**src/rtl/irq_bank_ctrl.sv**
```systemverilog
module irq_bank_ctrl #(
  parameter int ADDR_W = 9
) (
  input  logic              clk,
  input  logic              rst_n,
  input  logic [63:0]       per_lvl,
  input  logic [7:0]        loc_lvl,
  input  logic              wr_en,
  input  logic [ADDR_W-1:0] addr,
  input  logic [31:0]       wdata,
  output logic [31:0]       rdata,
  output logic              irq_out,
  output logic              fiq_out
);
  localparam logic [ADDR_W-1:0] A_SUM    = ADDR_W'('h00);
  localparam logic [ADDR_W-1:0] A_PND_LO = ADDR_W'('h04);
  localparam logic [ADDR_W-1:0] A_PND_HI = ADDR_W'('h08);
  localparam logic [ADDR_W-1:0] A_FAST   = ADDR_W'('h0C);
  localparam logic [ADDR_W-1:0] A_SET_LO = ADDR_W'('h10);
  localparam logic [ADDR_W-1:0] A_SET_HI = ADDR_W'('h14);
  localparam logic [ADDR_W-1:0] A_SET_LC = ADDR_W'('h18);
  localparam logic [ADDR_W-1:0] A_CLR_LO = ADDR_W'('h1C);
  localparam logic [ADDR_W-1:0] A_CLR_HI = ADDR_W'('h20);
  localparam logic [ADDR_W-1:0] A_CLR_LC = ADDR_W'('h24);
  localparam int NDUP = 11;
  localparam int DUP_LINE [NDUP] = '{7, 9, 10, 18, 19, 53, 54, 55, 56, 57, 62};

  logic [63:0] en_per;
  logic [7:0]  en_loc;
  logic        fq_en;
  logic [6:0]  fq_sel;

  logic [63:0] pend;
  logic [7:0]  lpend;
  logic [NDUP-1:0] dup;
  logic [31:0] summary;
  logic        fast_src;

  assign pend  = per_lvl & en_per;
  assign lpend = loc_lvl & en_loc;

  always_comb begin
    for (int i = 0; i < NDUP; i++) dup[i] = pend[DUP_LINE[i]];
  end

  assign summary = {11'd0, dup, |pend[63:32], |pend[31:0], lpend};

  always_comb begin
    if (!fq_sel[6])           fast_src = per_lvl[fq_sel[5:0]];
    else if (fq_sel[5:3] == 0) fast_src = loc_lvl[fq_sel[2:0]];
    else                      fast_src = 1'b0;
  end

  assign fiq_out = fq_en & fast_src;
  assign irq_out = (|pend) | (|lpend);

  always_ff @(posedge clk or negedge rst_n) begin
    if (!rst_n) begin
      en_per <= '0;
      en_loc <= '0;
      fq_en  <= 1'b0;
      fq_sel <= '0;
    end else if (wr_en) begin
      case (addr)
        A_FAST: begin
          fq_sel <= wdata[6:0];
          fq_en  <= wdata[7];
        end
        A_SET_LO: en_per[31:0]  <= en_per[31:0]  | wdata;
        A_SET_HI: en_per[63:32] <= en_per[63:32] | wdata;
        A_SET_LC: en_loc        <= en_loc        | wdata[7:0];
        A_CLR_LO: en_per[31:0]  <= en_per[31:0]  & ~wdata;
        A_CLR_HI: en_per[63:32] <= en_per[63:32] & ~wdata;
        A_CLR_LC: en_loc        <= en_loc        & ~wdata[7:0];
        default: ;
      endcase
    end
  end

  always_comb begin
    case (addr)
      A_SUM:    rdata = summary;
      A_PND_LO: rdata = pend[31:0];
      A_PND_HI: rdata = pend[63:32];
      A_FAST:   rdata = {24'd0, fq_en, fq_sel};
      A_SET_LO: rdata = en_per[31:0];
      A_SET_HI: rdata = en_per[63:32];
      A_SET_LC: rdata = {24'd0, en_loc};
      A_CLR_LO: rdata = ~en_per[31:0];
      A_CLR_HI: rdata = ~en_per[63:32];
      A_CLR_LC: rdata = ~{24'd0, en_loc};
      default:  rdata = '0;
    endcase
  end
endmodule


```
**config.mk**
```make
export PLATFORM = sky130hd
export DESIGN_NAME = irq_bank_ctrl
export DESIGN_NICKNAME = d
export VERILOG_FILES = /design/src/rtl/irq_bank_ctrl.sv
export SDC_FILE = /design/constraint.sdc
export NUM_CORES = 1
export LEC_CHECK = 0
export ABC_AREA = 1
export CORE_MARGIN = 4
export CORE_UTILIZATION = 30
export DETAILED_ROUTE_END_ITERATION = 6
export DONT_BUFFER_PORTS = 1
export SYNTH_ARGS = -nofsm -noshare
export SYNTH_HDL_FRONTEND = slang
export SYNTH_SLANG_ARGS = --single-unit
```
**constraint.sdc**
```tcl
create_clock -name clk -period 1.9 [get_ports clk]
set_clock_uncertainty 0.05 [all_clocks]
set_input_delay 0.19 -clock clk [delete_from_list [all_inputs] [get_ports clk]]
set_output_delay 0.19 -clock clk [all_outputs]
set_load 0.02 [all_outputs]
```
* Word-level counts from Yosys, hierarchy flattened
Index checks and enable logic that the tools add are counted.
** Cells by class
- Order comparisons :: 2
- Eq/ne operators :: 9
- Muxes and demuxes :: 10
- Bitwise logic cells :: 15
- Reductions and logical operators :: 13
** Operators by type and width (count)
- 32-bit case mux with 10 select lines :: 1
- 32-bit case mux with 2 select lines :: 2
- 32-bit NOT :: 3
- 32-bit AND :: 2
- 64-bit AND :: 1
- 32-bit bitwise OR :: 2
- 32-bit OR reduction :: 2
- 64-bit OR reduction :: 1
- 9-bit by 5-bit == test with 1-bit output (second input constant) :: 4
- 8-bit NOT with 32-bit output :: 1
- 9-bit by 4-bit == test with 1-bit output (second input constant) :: 2
- 9-bit by 6-bit == test with 1-bit output (second input constant) :: 2
- 8-bit AND :: 2
- 8-bit case mux with 2 select lines :: 1
- 9-bit by 3-bit == test with 1-bit output (second input constant) :: 1
- 9-bit logical NOT :: 1
- 8-bit NOT :: 1
- 8-bit bitwise OR :: 1
- 2-bit AND reduction :: 4
- 8-bit OR reduction :: 1
- 6-bit by 7-bit < comparator with 1-bit output (second input constant) :: 1
- 1-bit binary-select mux with 6-bit select :: 1
- 2-bit nonzero test :: 3
- 3-bit by 4-bit < comparator with 1-bit output (second input constant) :: 1
- other kinds (5) :: 8
** Word-level totals
- Bits in registers :: 80
- Output and inout bits :: 34

* Depth between registers and ports, before layout
Gate-level depths: netlist of run 1.
- Word-level depth :: 5
- Gate-level depth with buffers :: 15
- Mapped depth without buffers :: 13

* Least setup slack after synthesis of run 1
OpenSTA, ideal clock, no wires.
- Path kind :: reg-to-output
- From :: reg fq_sel[0]
- To :: out fiq_out
- Data arrival time :: 1724 ps
- Data required time :: 1660 ps
- Slack :: -64 ps
- Cell stages (with the launch flop) :: 15
- Buffers on the path :: 3
- Cell sequence :: dfrtp_1 -> buf_2 -> inv_1 -> buf_4 -> buf_2 -> nand2_1 -> nand3_1 -> nand3_1 -> nand2_1 -> nand2_1 -> nand3_1 -> nand3_1 -> nand2_1 -> nand2_1 -> a21oi_1
** Between the ends
- Word-level cells in the longest chain between the ends :: 5
- Elaborated cells on any way between the ends :: 7
** RTL lines
- start, declared :: RTL line 31 : logic [6:0] fq_sel;
- start signal, assigned :: RTL line 66 : fq_sel <= wdata[6:0];
- parallel branches: the longest is 3 deep, another holds 1-bit binary-select mux with 6-bit select
- 1-bit 2-to-1 mux * :: RTL line 49 : if (!fq_sel[6]) fast_src = per_lvl[fq_sel[5:0]];
- 1-bit AND * :: RTL line 54 : assign fiq_out = fq_en & fast_src;
- end, declared :: RTL line 13 : output logic fiq_out
Mark *: on every way between the ends. The select of a mux whose other input is x is not followed.

* Final worst setup path of run 1
Same ends and word-level chain as after synthesis.

==> results of run 1 <==
worst max-delay path, cell delays in order (launching register included):
cell and delay, ns:
dfrtp_1 0.43, inv_4 0.14, buf_12 0.13, buf_12 0.13, nand2_2 0.06, nand3_2 0.06
nand3_2 0.06, nand2_2 0.08, nand2_2 0.06, nand2_1 0.06, nand2_1 0.04, nand2_1 0.06
inv_1 0.04, nand2_2 0.08, nand2_2 0.07, a21oi_4 0.19
Yosys cell counts, drive strengths merged:
master / instances / area [µm²]
o221ai: 3 / 26.28
dfrtp: 80 / 2002
clkbuf: 24 / 90.09
nand4: 20 / 140.1
inv: 81 / 306.5
o21ai: 65 / 325.3
mux2i: 7 / 70.07
nor4: 3 / 18.77
mux2: 1 / 11.26
a21oi: 64 / 346.6
o2bb2ai: 1 / 8.760
o22ai: 52 / 325.3
a221oi: 2 / 17.52
nand3b: 1 / 7.510
a211oi: 7 / 52.55
o2111ai: 12 / 105.1
nor2: 110 / 446.7
nand3: 60 / 300.3
buf: 23 / 137.6
nor3: 20 / 116.4
nand2: 313 / 1225
clkinv: 2 / 7.510
what timing repair did:
action	CTS	global route
cloned	1	3
pin swaps	16	25
endpoints found under the setup margin	5	17
hold endpoints to repair	159	80
gates resized for setup	47	60
buffers inserted	8	4
logic make-up after synthesis:
| logic type | count (synthesis) | synth area share |
|---|---|---|
| AOI/OAI and AO/OA | 206 | 0.1984 |
| buffers and inverters | 130 | 0.08900 |
| DFF | 80 | 0.3289 |
| muxes | 8 | 0.01336 |
| and+or+nand+nor | 527 | 0.3704 |
stage by stage:
step | hold WS (ns) | power [mW] | setup slack, ns | utilization | std cells
after CTS | -0.5249 | 4.107 | -0.3526 | 0.4165 | 1361
after floorplan | -0.1556 | 2.062 | 0.02760 | - | 951
after detailed placement | -0.1486 | 2.264 | -0.05085 | 0.3699 | 1302
after global placement | -0.1489 | 2.262 | -0.07876 | 0.3699 | 1302
final | -0.5197 | 4.148 | -0.3720 | 0.4319 | 1367
after global routing | -0.5293 | 4.289 | -0.4948 | 0.4319 | 1367
power groups by stage:
stage	Sequential (mW)	Combinational [mW]	Clock [mW]
2_1_floorplan	1.81	0.255	0
6_report	1.77	0.652	1.72
3_5_place_dp	1.80	0.461	0
5_1_grt	1.78	0.704	1.81
3_3_place_gp	1.80	0.460	0
4_1_cts	1.77	0.600	1.73
worst max path at each step:
stage / startpoint / to / slack (ns) / cells past startpoint
3_3_place_gp: fq_sel[0]$_DFFE_PN0P_ / fiq_out / -0.08 / 14
6_report: fq_sel[0]$_DFFE_PN0P_ / fiq_out / -0.37 / 15
5_1_grt: fq_sel[0]$_DFFE_PN0P_ / fiq_out / -0.49 / 15
3_5_place_dp: fq_sel[0]$_DFFE_PN0P_ / fiq_out / -0.05 / 14
2_1_floorplan: fq_sel[0]$_DFFE_PN0P_ / fiq_out / 0.03 / 14
4_1_cts: fq_sel[0]$_DFFE_PN0P_ / fiq_out / -0.35 / 15
metal layers:
layer | up-vias | GRT usage
li1 | 3488 | -
met1 | 3511 | 0.3091
met2 | 393 | 0.3922
met3 | 85 | 0.07134
met4 | 0 | 0.1221
met5 | - | 0
area by class of cell:
| type | instances | area (µm²) |
|---|---|---|
| clock buffers | 14 | 264.0 |
| repair buffers | 182 | 1725 |
| flip-flops and latches | 80 | 2002 |
| inverters | 83 | 316.6 |
| fillers | 1999 | 11200 |
| clock inverters | 2 | 13.76 |
| well taps | 265 | 331.6 |
| multi-input cells | 741 | 3862 |
==> results.py, run 1 <==
metrics = {
    "outcome": {
        "status": "finished with violations",
        "failed_checks": "hold timing, setup timing",
    },
    "power": {
        "swShare": 0.2744,
        "cellLeakagePower_nw": 4.018,
        "combPwrFrac": 0.157,
        "clock_power_share": 0.415,
        "switchingPower_mw": 1.138,
        "p_int_mw": 3.010,
        "cellPowerDensity_nw_per_um2": 487.1,
        "ir_drop_mv": 0.3649,
        "seqPwrFrac": 0.428,
    },
    "cts": {
        "cts_tree": "yes",
        "clk_pin_slew_ns": 0.07,
        "cts_made_buffers": 9,
        "cts_buffer_depth": 2,
        "root_buffer": "clkbuf_16",
        "cts.sinks": 80,
        "worstSkewPairLatency_ns": 0.35,
        "htree_levels": 3,
        "holdBufCountCts": 34,
    },
    "route": {
        "wl_met3_um": 3141,
        "antenna_left": 0,
        "wl_met1_um": 10950,
        "wl_per_cell_um": 20.78,
        "drc": 0,
        "totalWireLength_um": 28410,
        "vias": 7477,
        "wl_met2_um": 12980,
        "first_pass_iters": 5,
        "drt_iter0_markers": 755,
        "highest_layer": "met4",
        "viasPerCell": 5.470,
    },
    "floorplanning": {
        "io_pins": 150,
        "initial_core_util": 0.3087,
        "core_um2": 19720,
        "die_height_um": 150.4,
        "die_w_um": 150.4,
        "num_rows": 51,
        "die-area_um2": 22630,
    },
    "grt": {
        "grt-ovfl-total": 0,
        "grt_pass1_vias": 7253,
        "grt_pass1_wl_um": 42410,
        "antenna_found_initial": 0,
        "grt_max_degree": 81,
        "grt_usage": 0.2479,
    },
    "place": {
        "gp_congestion": 0.9937,
        "dp_hpwl_um": 20750,
        "postPlaceCellArea_um2": 7293,
        "io_buffers": 0,
    },
    "synth": {
        "ys_seq_elements": 80,
        "yosys_warnings": 0,
        "seq_area_frac_synth": 0.3289,
        "synthDistinctLibCells": 37,
        "netlist_area_um2": 6087,
        "syn_nets": 1067,
        "syn_area_per_cell_um2": 6.401,
        "netlist_instances": 951,
    },
    "worst_setup_path": {
        "crit_type": "register to output port",
        "critPathMaxFanout": 8,
        "reg2regPathDepth": 4,
        "startpoint_type": "register",
        "crit_required_ns": 1.66,
        "r2r-start": "fq_sel[0]$_DFFE_PN0P_",
        "reg2reg_slack_ns": 0.86,
        "end_kind": "output port",
        "r2r-end": "fq_sel[0]$_DFFE_PN0P_",
        "cp.arrival_ns": 2.03,
    },
    "final_layout": {
        "stdcell_area_um2": 8516,
        "layout-drive-gt1-share": 0.2459,
        "diodes": 0,
        "layout_common_cells": "255 x nand2_1, 123 x buf_4, 105 x nor2_1",
        "areaGrowthSynthToFinish_pct": 39.90,
        "nets": 1213,
        "layout_commonest_cell": "nand2_1",
    },
    "timing": {
        "holdWs_ns": -0.5197,
        "setup_viol": 5,
        "fin_crit_sh": 1.196,
        "fin_tns_setup_ns": -1.273,
        "fin_crit_ns": 2.272,
        "slew_viol_final": 0,
        "worst_slew_pin_slew_ns": 0.4576,
        "slew_headroom": 0.6917,
        "hold_viol_final": 80,
        "setup_slack_ns": -0.3720,
        "clock.fmax_mhz": 440.1,
        "grt_setup_unrepaired": "true",
    },
    "worst_hold_path": {
        "hold_class": "primary input to async pin",
    },
    "flow_run": {
        "cap_violations": 0,
    },
}
(Power assumes the default switching activity.)
==> run 2, diff against run 1 <==
--- a/config.mk
+++ b/config.mk
@@ -6,10 +6,15 @@
 export NUM_CORES = 1
 export LEC_CHECK = 0
 export ABC_AREA = 1
+export CELL_PAD_IN_SITES_DETAIL_PLACEMENT = 0
+export CELL_PAD_IN_SITES_GLOBAL_PLACEMENT = 1
 export CORE_MARGIN = 4
 export CORE_UTILIZATION = 30
 export DETAILED_ROUTE_END_ITERATION = 6
 export DONT_BUFFER_PORTS = 1
+export PLACE_DENSITY_LB_ADDON = 0.1
+export SLEW_MARGIN = 40
 export SYNTH_ARGS = -nofsm -noshare
 export SYNTH_HDL_FRONTEND = slang
 export SYNTH_SLANG_ARGS = --single-unit
+export TNS_END_PERCENT = 20
==> results.py, run 2 (same netlist as run 1, synthesis figures left out) <==
metrics = {
    "cts": {
        "worstSkewPairLatency_ns": 0.34,
        "cts_buffer_depth": 2,
        "cts_tree": "yes",
        "holdBufCountCts": 34,
        "cts_made_buffers": 9,
        "htree_levels": 3,
        "root_buffer": "clkbuf_16",
        "clk_pin_slew_ns": 0.07,
        "cts.sinks": 80,
    },
    "grt": {
        "grt_pass1_wl_um": 42990,
        "grt_max_degree": 81,
        "grt-ovfl-total": 0,
        "grt_usage": 0.2541,
        "grt_pass1_vias": 6978,
        "antenna_found_initial": 0,
    },
    "timing": {
        "slew_viol_final": 0,
        "grt_setup_unrepaired": "true",
        "holdWs_ns": -0.5033,
        "hold_viol_final": 80,
        "worst_slew_pin_slew_ns": 0.3908,
        "setup_viol": 5,
        "slew_headroom": 0.7367,
        "clock.fmax_mhz": 445.9,
        "fin_crit_ns": 2.242,
        "setup_slack_ns": -0.3425,
        "fin_crit_sh": 1.180,
    },
    "route": {
        "wl_per_cell_um": 21.20,
        "drt_iter0_markers": 495,
        "viasPerCell": 5.262,
        "vias": 7198,
        "first_pass_iters": 5,
        "antenna_left": 0,
        "drc": 0,
        "totalWireLength_um": 29000,
    },
    "power": {
        "cellLeakagePower_nw": 3.932,
        "cellPowerDensity_nw_per_um2": 515.7,
        "ir_drop_mv": 0.4066,
        "total_power_mw": 4.284,
    },
    "worst_setup_path": {
        "cp_cell_sequence": "clkinv_4 > buf_12 > nand2_1 > nand3_1 > nand3_1 > nand2_1 > nand2_1 > nand3_1 > nand3_1 > nand2_2 > nand2_1 > a21oi_2 > buf_6",
        "crit_slowest_cell": "dfrtp_2",
        "startpoint_type": "register",
        "reg2reg_slack_ns": 0.99,
        "cp.arrival_ns": 2.00,
        "crit_type": "register to output port",
        "end_kind": "output port",
        "cpPeakStageDelay_ns": 0.45,
        "cp_num_buf_inv": 3,
        "critPathMaxFanout": 12,
        "critical-path-top-delay-family": "simple AND/OR/NAND/NOR gates",
        "crit_required_ns": 1.66,
    },
    "place": {
        "io_buffers": 0,
        "dp_hpwl_um": 22170,
        "gp_congestion": 0.8965,
        "placed_cells": 1314,
    },
    "worst_hold_path": {
        "hold_class": "primary input to async pin",
    },
    "final_layout": {
        "layout_commonest_cell": "nand2_1",
        "layout_common_cells": "280 x nand2_1, 129 x buf_4, 105 x nor2_1",
        "nFillCells": 2099,
        "diodes": 0,
        "areaGrowthSynthToFinish_pct": 36.44,
        "stdcell_count": 1368,
        "layout-drive-gt1-share": 0.2058,
        "nets": 1214,
        "multi_input_area_um2": 3676,
        "register_area_um2": 2003,
    },
    "floorplanning": {
        "io_pins": 150,
        "initial_core_util": 0.3087,
        "num_rows": 51,
        "core_um2": 19720,
        "die_w_um": 150.4,
        "die-area_um2": 22630,
        "die_height_um": 150.4,
    },
    "flow_run": {
        "cap_violations": 0,
    },
    "outcome": {
        "status": "finished with violations",
        "failed_checks": "hold timing, setup timing",
    },
}
==> run 2: changes by cell type in the layout (fill, tap and decap cells not counted), moves of 4 or more <==
cell,delta
nand2_1,+25
nand3_2,-16
nand2_2,-22
nand3_1,+16
buf_12,-4
buf_4,+6
==> run 2: final timing paths <==
path / startpoint / to / cells after the start
min: rst_n / async pin / 0
max reg2reg: fq_sel[0]$_DFFE_PN0P_ / fq_sel[0]$_DFFE_PN0P_ / 3
max in group asynchronous: rst_n / fq_sel[0]$_DFFE_PN0P_ / 0
min reg2reg: register / register / 2
max: fq_sel[0]$_DFFE_PN0P_ / fiq_out / 13
min in group clk: wr_en / fq_en$_DFFE_PN0P_ / 3
==> run 2: cell type report <==
type | count | share of cell area
flip-flops and latches | 80 | 0.2412
well taps | 265 | 0.03992
clock inverters | 4 | 0.006177
multi-input cells | 741 | 0.4426
inverters | 83 | 0.03842
repair buffers | 183 | 0.2008
clock buffers | 12 | 0.03088
==> run 2: report_power, final <==
| part | total (mW) | switching, mW | leakage [nW] | internal, mW |
|---|---|---|---|---|
| registers | 1.77 | 0.0271 | 0.872 | 1.74 |
| clock network | 1.91 | 0.811 | 0.149 | 1.10 |
| logic | 0.605 | 0.321 | 2.91 | 0.284 |
==> run 2: repair_timing <==
item | CTS | global route
endpoints found under the setup margin | 5 | 15
resized for setup | 15 | 26
hold endpoints to repair | 160 | 80
gates cloned | 1 | 0
buffers inserted | 1 | 3
pin swaps | 4 | 10
==> run 2: per-layer routing <==
layer  share of wire  vias to the layer above  GRT usage
met5               0                        -          0
li1                -                     3497          -
met3           0.083                       31    0.07315
met2            0.47                      229     0.4169
met4           0.016                        0    0.06267
met1            0.43                     3441     0.3301
==> run 2: per-stage QoR <==
stage / utilization / area [µm²] / setup TNS, ns / setup WS, ns
2_1_floorplan: - / 6091 / 0 / 0.02760
3_3_place_gp: 0.3780 / 7453 / -0.01593 / -0.01593
3_5_place_dp: 0.3780 / 7453 / -0.07101 / -0.02879
4_1_cts: 0.4152 / 8187 / -1.353 / -0.3673
5_1_grt: 0.4212 / 8305 / -1.769 / -0.5042
6_report: 0.4212 / 8305 / -1.183 / -0.3425
